$ cat src/rtl/fbu_pkg.sv
package fbu_pkg;
    typedef enum logic [2:0] {
        CLS_PLAIN = 3'd0,
        CLS_BEQ   = 3'd1,
        CLS_BNE   = 3'd2,
        CLS_SKZ   = 3'd3,
        CLS_LOOP  = 3'd4,
        CLS_RSV5  = 3'd5,
        CLS_RSV6  = 3'd6,
        CLS_RSV7  = 3'd7
    } instr_cls_e;

    typedef enum logic [1:0] {
        NXT_SEQ    = 2'd0,
        NXT_SKIP   = 2'd1,
        NXT_TARGET = 2'd2
    } next_sel_e;
endpackage

$ cat src/rtl/fbu_decide.sv
module fbu_decide
    import fbu_pkg::*;
(
    input  instr_cls_e cls,
    input  logic       zero_in,
    input  logic       loop_nonzero,
    output next_sel_e  sel,
    output logic       taken
);
    logic is_cond;
    logic polarity;
    logic cond_taken;

    always_comb begin
        is_cond    = (cls == CLS_BEQ) || (cls == CLS_BNE);
        polarity   = (cls == CLS_BNE);
        cond_taken = is_cond & (zero_in ^ polarity);
        unique case (cls)
            CLS_BEQ, CLS_BNE: sel = cond_taken ? NXT_TARGET : NXT_SEQ;
            CLS_SKZ:          sel = zero_in ? NXT_SKIP : NXT_SEQ;
            CLS_LOOP:         sel = loop_nonzero ? NXT_TARGET : NXT_SEQ;
            default:          sel = NXT_SEQ;
        endcase
        taken = (sel == NXT_TARGET);
    end
endmodule

$ cat src/rtl/fbu_loop_count.sv
module fbu_loop_count #(
    parameter int CNT_W = 8
) (
    input  logic             clk,
    input  logic             rst_n,
    input  logic             loop_exec,
    input  logic             load_en,
    input  logic [CNT_W-1:0] load_val,
    output logic [CNT_W-1:0] cnt_q,
    output logic             dec_nonzero
);
    logic [CNT_W-1:0] dec_val;

    always_comb begin
        dec_val     = cnt_q - CNT_W'(1);
        dec_nonzero = |dec_val;
    end

    always_ff @(posedge clk) begin
        if (!rst_n)
            cnt_q <= '0;
        else if (load_en)
            cnt_q <= load_val;
        else if (loop_exec)
            cnt_q <= dec_val;
    end

    assert_hold_R9: assert property (@(posedge clk) disable iff (!rst_n)
        (!load_en && !loop_exec) |=> $stable(cnt_q));
    assert_load_first_R10: assert property (@(posedge clk) disable iff (!rst_n)
        load_en |=> (cnt_q == $past(load_val)));
    assert_decrement_R6: assert property (@(posedge clk) disable iff (!rst_n)
        (loop_exec && !load_en) |=> (cnt_q == $past(cnt_q) - CNT_W'(1)));
endmodule

$ cat src/rtl/fbu_target.sv
module fbu_target
    import fbu_pkg::*;
#(
    parameter int PC_W  = 16,
    parameter int OFF_W = 8
) (
    input  logic [PC_W-1:0]  pc,
    input  logic [OFF_W-1:0] offset,
    input  next_sel_e        sel,
    output logic [PC_W-1:0]  next_pc
);
    localparam int EXT_W = PC_W - OFF_W;

    logic [PC_W-1:0] disp;
    logic [PC_W-1:0] pc_seq;

    always_comb begin
        disp   = {{EXT_W{offset[OFF_W-1]}}, offset};
        pc_seq = pc + PC_W'(1);
        unique case (sel)
            NXT_SKIP:   next_pc = pc + PC_W'(2);
            NXT_TARGET: next_pc = pc_seq + disp;
            default:    next_pc = pc_seq;
        endcase
    end
endmodule

$ cat src/rtl/flag_branch_unit.sv
module flag_branch_unit
    import fbu_pkg::*;
#(
    parameter int PC_W  = 16,
    parameter int OFF_W = 8,
    parameter int CNT_W = 8
) (
    input  logic             clk,
    input  logic             rst_n,
    input  logic [2:0]       instr_class,
    input  logic [OFF_W-1:0] offset,
    input  logic             zero_in,
    input  logic             cnt_load,
    input  logic [CNT_W-1:0] cnt_load_val,
    output logic [PC_W-1:0]  pc_out,
    output logic [CNT_W-1:0] cnt_out,
    output logic             taken_out
);
    instr_cls_e      cls;
    next_sel_e       sel;
    logic            loop_nonzero;
    logic            taken;
    logic [PC_W-1:0] pc_q;
    logic [PC_W-1:0] next_pc;
    logic [CNT_W-1:0] cnt_q;

    assign cls = instr_cls_e'(instr_class);

    fbu_loop_count #(.CNT_W(CNT_W)) u_count (
        .clk         (clk),
        .rst_n       (rst_n),
        .loop_exec   (cls == CLS_LOOP),
        .load_en     (cnt_load),
        .load_val    (cnt_load_val),
        .cnt_q       (cnt_q),
        .dec_nonzero (loop_nonzero)
    );

    fbu_decide u_decide (
        .cls          (cls),
        .zero_in      (zero_in),
        .loop_nonzero (loop_nonzero),
        .sel          (sel),
        .taken        (taken)
    );

    fbu_target #(.PC_W(PC_W), .OFF_W(OFF_W)) u_target (
        .pc      (pc_q),
        .offset  (offset),
        .sel     (sel),
        .next_pc (next_pc)
    );

    always_ff @(posedge clk) begin
        if (!rst_n)
            pc_q <= '0;
        else
            pc_q <= next_pc;
    end

    always_comb begin
        pc_out    = pc_q;
        cnt_out   = cnt_q;
        taken_out = taken;
    end

    assert_plain_seq_R2: assert property (@(posedge clk) disable iff (!rst_n)
        (instr_class == 3'd0 || instr_class >= 3'd5) |=> (pc_out == $past(pc_out) + PC_W'(1)));
    assert_beq_flag_R3: assert property (@(posedge clk) disable iff (!rst_n)
        (instr_class == 3'd1) |-> (taken_out == zero_in));
    assert_bne_flag_R4: assert property (@(posedge clk) disable iff (!rst_n)
        (instr_class == 3'd2) |-> (taken_out == !zero_in));
    assert_skip_two_R5: assert property (@(posedge clk) disable iff (!rst_n)
        (instr_class == 3'd3 && zero_in) |=> (pc_out == $past(pc_out) + PC_W'(2)));
    assert_exit_at_one_R7: assert property (@(posedge clk) disable iff (!rst_n)
        (instr_class == 3'd4 && !cnt_load && cnt_out == CNT_W'(1))
            |=> (cnt_out == '0 && pc_out == $past(pc_out) + PC_W'(1)));
    assert_wrap_zero_R8: assert property (@(posedge clk) disable iff (!rst_n)
        (instr_class == 3'd4 && cnt_out == '0) |-> taken_out);
endmodule

$ cat config.mk
export PLATFORM = sky130hd
export DESIGN_NAME = flag_branch_unit
export DESIGN_NICKNAME = d
export VERILOG_FILES = /design/src/rtl/fbu_pkg.sv /design/src/rtl/fbu_decide.sv /design/src/rtl/fbu_loop_count.sv /design/src/rtl/fbu_target.sv /design/src/rtl/flag_branch_unit.sv
export SDC_FILE = /design/constraint.sdc
export NUM_CORES = 1
export LEC_CHECK = 0
export BUFFER_PORTS_ARGS = -buffer_cell sky130_fd_sc_hd__buf_2
export CAP_MARGIN = 20
export CORE_UTILIZATION = 50
export CTS_CLUSTER_DIAMETER = 30
export CTS_CLUSTER_SIZE = 24
export DETAILED_ROUTE_END_ITERATION = 16
export GPL_TIMING_DRIVEN = 0
export HOLD_SLACK_MARGIN = 0.15
export PLACE_DENSITY = 0.73
export SYNTH_ARGS = -nofsm -noshare
export SYNTH_HDL_FRONTEND = slang
export SYNTH_SLANG_ARGS = --single-unit
$ cat constraint.sdc
create_clock -name clk -period 3.2 [get_ports clk]
set_input_delay 0.16 -clock clk [delete_from_list [all_inputs] [get_ports clk]]
set_output_delay 0.16 -clock clk [all_outputs]
set_load 0.005 [all_outputs]
==> impl_summary.txt <==
----------------------------------------------------
[Global routing]
  Initial antenna violation count ... 0
  Vias in the first global route ... 2365
  Wire length of the first global-routing pass ... about 11 mm
  GRT Resource Usage Total ... 0.274
  Final global-route overflow total ... 0
  Maximum number of pins on one net before global-route repair ... 15

[Critical path]
  Max Fanout on Critical Path ... 10
  Worst setup EP type ... register
  Critical path launch point type ... register
  Launching point of the worst reg2reg path ... pc_out[4]
  Critical path origin ... pc_out[4]
  Worst r2r path cells ... 12
  Worst setup path endpoint ... pc_out[14]
  Worst endpoint required time ... 3.42 ns
  Setup slack, reg-to-reg ... 0.04 ns
  Reg-to-Reg End ... pc_out[14]
  Arrival @ worst endpoint ... 3.38 ns
  Category of the most critical setup path ... register to register

[Synth]
  Commonest register cell after synthesis ... sky130_fd_sc_hd__dfxtp_1
  Gate count after technology mapping ... 320
  Largest cells by area after synthesis ... sky130_fd_sc_hd__dfxtp_1 (19%), sky130_fd_sc_hd__ha_1 (12%), sky130_fd_sc_hd__xnor2_1 (8.3%)
  Post-synthesis compound-gate area fraction ... 0.240
  Synth cell count leaders ... sky130_fd_sc_hd__nor2_1 (31), sky130_fd_sc_hd__nand2_1 (26), sky130_fd_sc_hd__dfxtp_1 (24), sky130_fd_sc_hd__ha_1 (24), sky130_fd_sc_hd__xnor2_1 (24)
  Syn avg cell area ... about 7.9 µm²
  Register bit count reported by yosys ... 24
  XOR/XNOR Fraction of Synth Area ... 0.152
  Synthesized area ... approximately 2500 µm²
  Netlist cell types ... just under 60
  Number of synthesized flops with an enable pin ... 0
  Area share of and/or/nand/nor cells after synthesis ... 0.222
  Most area-hungry cell type in the Yosys netlist ... sky130_fd_sc_hd__dfxtp_1
  Synth Warn # ... 0
  Portion of netlist area occupied by mux cells ... 0.0197
  Dominant cell by count in the synthesized netlist ... sky130_fd_sc_hd__nor2_1
  Asr flop ratio synth ... 0
  Synthesized-area fraction occupied by adder cells ... 0.126
  Net count of the mapped netlist ... approximately 370
  Area share of the largest cell type after synthesis ... 0.189
  Sequential share of the synthesized area ... 0.189
  Combinational family with the most area after synthesis ... compound AO/OA/AOI/OAI gates

[Clocking]
  TritonCTS clock tree ... done
  Count of clock tree sinks ... 24
  Number of clock buffers inserted by TritonCTS ... 3
  Clock tree root buffer cell ... sky130_fd_sc_hd__clkbuf_8
  H-tree depth ... 1
  Register clock-pin slew on the reported worst setup and hold paths ... approximately 0.090 ns
  Number of buffers on the longest clock path ... 2
  Clock network latency to the later pin of the worst-skew pair ... approximately 0.27 ns

[Timing]
  Post-Route Hold Slack ... around 0.19 ns
  Hold violation total from the final report ... 0
  Post-layout minimum cycle time ... 3.16 ns
  Final max-slew violation count ... 0
  Final period utilization ... 0.986
  Worst-Margin Slew ... between 0.6 and 0.7 ns
  F_max ... around 320 MHz
  RSZ-0062 raised after global routing ... yes
  Final worst clock skew ... 0.00435 ns
  Headroom to the max-slew limit ... 0.555
  Final setup vio count ... 0

[Floorplanning]
  Die area ... 5360 µm²
  Die boundary height ... around 73 µm
  I/O pin count ... 48
  Die width ... between 70 and 80 µm
  Cell row count ... 25
  Area of the core ... 4820 µm²
  Initial core utilization ... 0.526

[Placement]
  Number of port buffers ... 47
  Placer congestion estimate ... ~0.95
  HPWL after DPL ... between 5 and 6 mm
  Placed cell count ... ~430
  Post-DP Area ... 2860 µm²

[Final layout]
  Count of filler cells inserted in the layout ... 450
  Final standard cell area without fillers ... 3090 µm²
  Number of inserted diodes ... 0
  Util after Layout ... 0.641
  Number of cells in the finished layout apart from fillers ... between 400 and 500
  Total number of nets in the final design ... ~430
  Layout overhead on the synthesized area ... 21.8%
  Proportion of layout cells with a drive suffix above 1 ... 0.219

[Drt]
  Vias after detailed routing ... 2691
  Detail Route Antenna Nets ... 0
  Detailed-routing iteration count for the pre-antenna-repair pass ... 5
  Vias per cell ... around 6.0
  Wire length per cell ... approximately 16 µm
  Drc violations ... 0
  Number of DRC markers after the initial detailed-route iteration ... roughly 120
  Wire length after detailed routing ... slightly above 7 mm

[Power]
  Max IR drop VDD ... 0.364 mV
  Leakage power ... 1.44 nW
  Areal power density over the cells ... 361 nW/µm²
  Total Power ... 0.00112 W

[Flow run]
  Number of maximum-capacitance constraint violations ... 0

[Min path]
  Worst hold path type ... input pin to register

[Status]
  Run status ... finished, final reports clean

----------------------------------------------------
layout by cell type (no fill, tap or decap), types with 4 or more instances in the layout:
cell / count
sky130_fd_sc_hd__a211oi_1: 4
sky130_fd_sc_hd__mux2i_1: 5
sky130_fd_sc_hd__clkbuf_1: 4
sky130_fd_sc_hd__nand4_1: 5
sky130_fd_sc_hd__nor4_1: 4
sky130_fd_sc_hd__o221ai_1: 7
sky130_fd_sc_hd__dlygate4sd3_1: 7
sky130_fd_sc_hd__a31oi_1: 4
sky130_fd_sc_hd__nand3_1: 8
sky130_fd_sc_hd__ha_1: 23
sky130_fd_sc_hd__inv_1: 13
sky130_fd_sc_hd__o21ai_1: 5
sky130_fd_sc_hd__buf_2: 52
sky130_fd_sc_hd__xnor2_1: 23
sky130_fd_sc_hd__a21oi_1: 22
sky130_fd_sc_hd__xor2_1: 20
sky130_fd_sc_hd__nand2_1: 26
sky130_fd_sc_hd__nor3_1: 6
sky130_fd_sc_hd__nor2_1: 30
sky130_fd_sc_hd__dfxtp_1: 21
sky130_fd_sc_hd__a21o_1: 5
sky130_fd_sc_hd__o21ai_0: 12
sky130_fd_sc_hd__o211a_1: 7
power by group:
group | internal, W | switching [W] | leakage, nW
Clock | 0.000168 | 0.000109 | 0.0357
Combinational | 0.000205 | 0.000266 | 1.21
Sequential | 0.000327 | 0.0000403 | 0.200
Total | 0.000700 | 0.000416 | 1.44
metrics by stage:
stage / setup TNS [ns] / setup slack (ns)
2_1_floorplan: 0 / 0.366
3_3_place_gp: -0.0566 / -0.0362
3_5_place_dp: -0.118 / -0.0970
4_1_cts: 0 / 0.00971
5_1_grt: -0.0411 / -0.0308
6_report: 0 / 0.0436
how the worst min path moves through the flow:
stage / start / end / slack [ns] / depth (start not counted)
after global placement: cnt_load_val[3] / u_count.cnt_q[3] / 0.39 / 3
after detailed placement: cnt_load_val[6] / u_count.cnt_q[6] / 0.40 / 3
after floorplan: cnt_load_val[0] / u_count.cnt_q[0] / 0.30 / 2
final: cnt_load / u_count.cnt_q[5] / 0.19 / 3
after global routing: rst_n / pc_out[13] / 0.20 / 3
after CTS: rst_n / pc_out[13] / 0.19 / 3
per-layer routing:
layer,vias to the layer above,wire length (µm),track usage
li1,1298,-,-
met1,1261,3170,0.385
met2,114,3310,0.429
met3,18,450,0.0359
met4,0,205,0.0937
met5,-,0,0
state kept, by name (all words and copies together), names as in the netlist:
register       count
pc_out            16
u_count.cnt_q      8
repair_timing:
action | in CTS | in global routing
resized for setup | 2 | 22
endpoints found under the hold margin | 7 | 0
setup buffers | 1 | 0
pin swaps | 0 | 1
hold buffers | 7 | 0
cloned | 0 | 0
setup endpoints to repair | 6 | 13
logic make-up (layout without fill, tap and decap cells):
logic type	count (synthesis)	in the layout
simple gates	105	105
compound gates	88	88
xor+xnor	44	44
buf+inv	29	88
fa+ha+maj	25	25
flops	24	24
mux	5	5
cell type report:
type,count,area (µm²),area share
plain buffers,14,72.6,0.0235
inverters,15,60.1,0.0194
well taps,67,83.8,0.0271
clock inverters,1,30.0,0.00972
flip-flops and latches,24,492,0.159
repair buffers,55,313,0.101
clock buffers,3,41.3,0.0134
multi-input cells,267,2000,0.646
worst max-delay path: stages (launching register included):
cell and delay [ns]:
sky130_fd_sc_hd__dfxtp_1 0.35, sky130_fd_sc_hd__buf_4 0.16, sky130_fd_sc_hd__nand2_2 0.09, sky130_fd_sc_hd__buf_6 0.16, sky130_fd_sc_hd__nor4_1 0.35, sky130_fd_sc_hd__xor2_1 0.31
sky130_fd_sc_hd__ha_1 0.33, sky130_fd_sc_hd__a21oi_1 0.17, sky130_fd_sc_hd__o21ai_0 0.16, sky130_fd_sc_hd__a2111o_1 0.40, sky130_fd_sc_hd__o21ai_1 0.17, sky130_fd_sc_hd__mux2i_1 0.24
sky130_fd_sc_hd__o221a_2 0.21
Power figures use the tool's default switching activity.
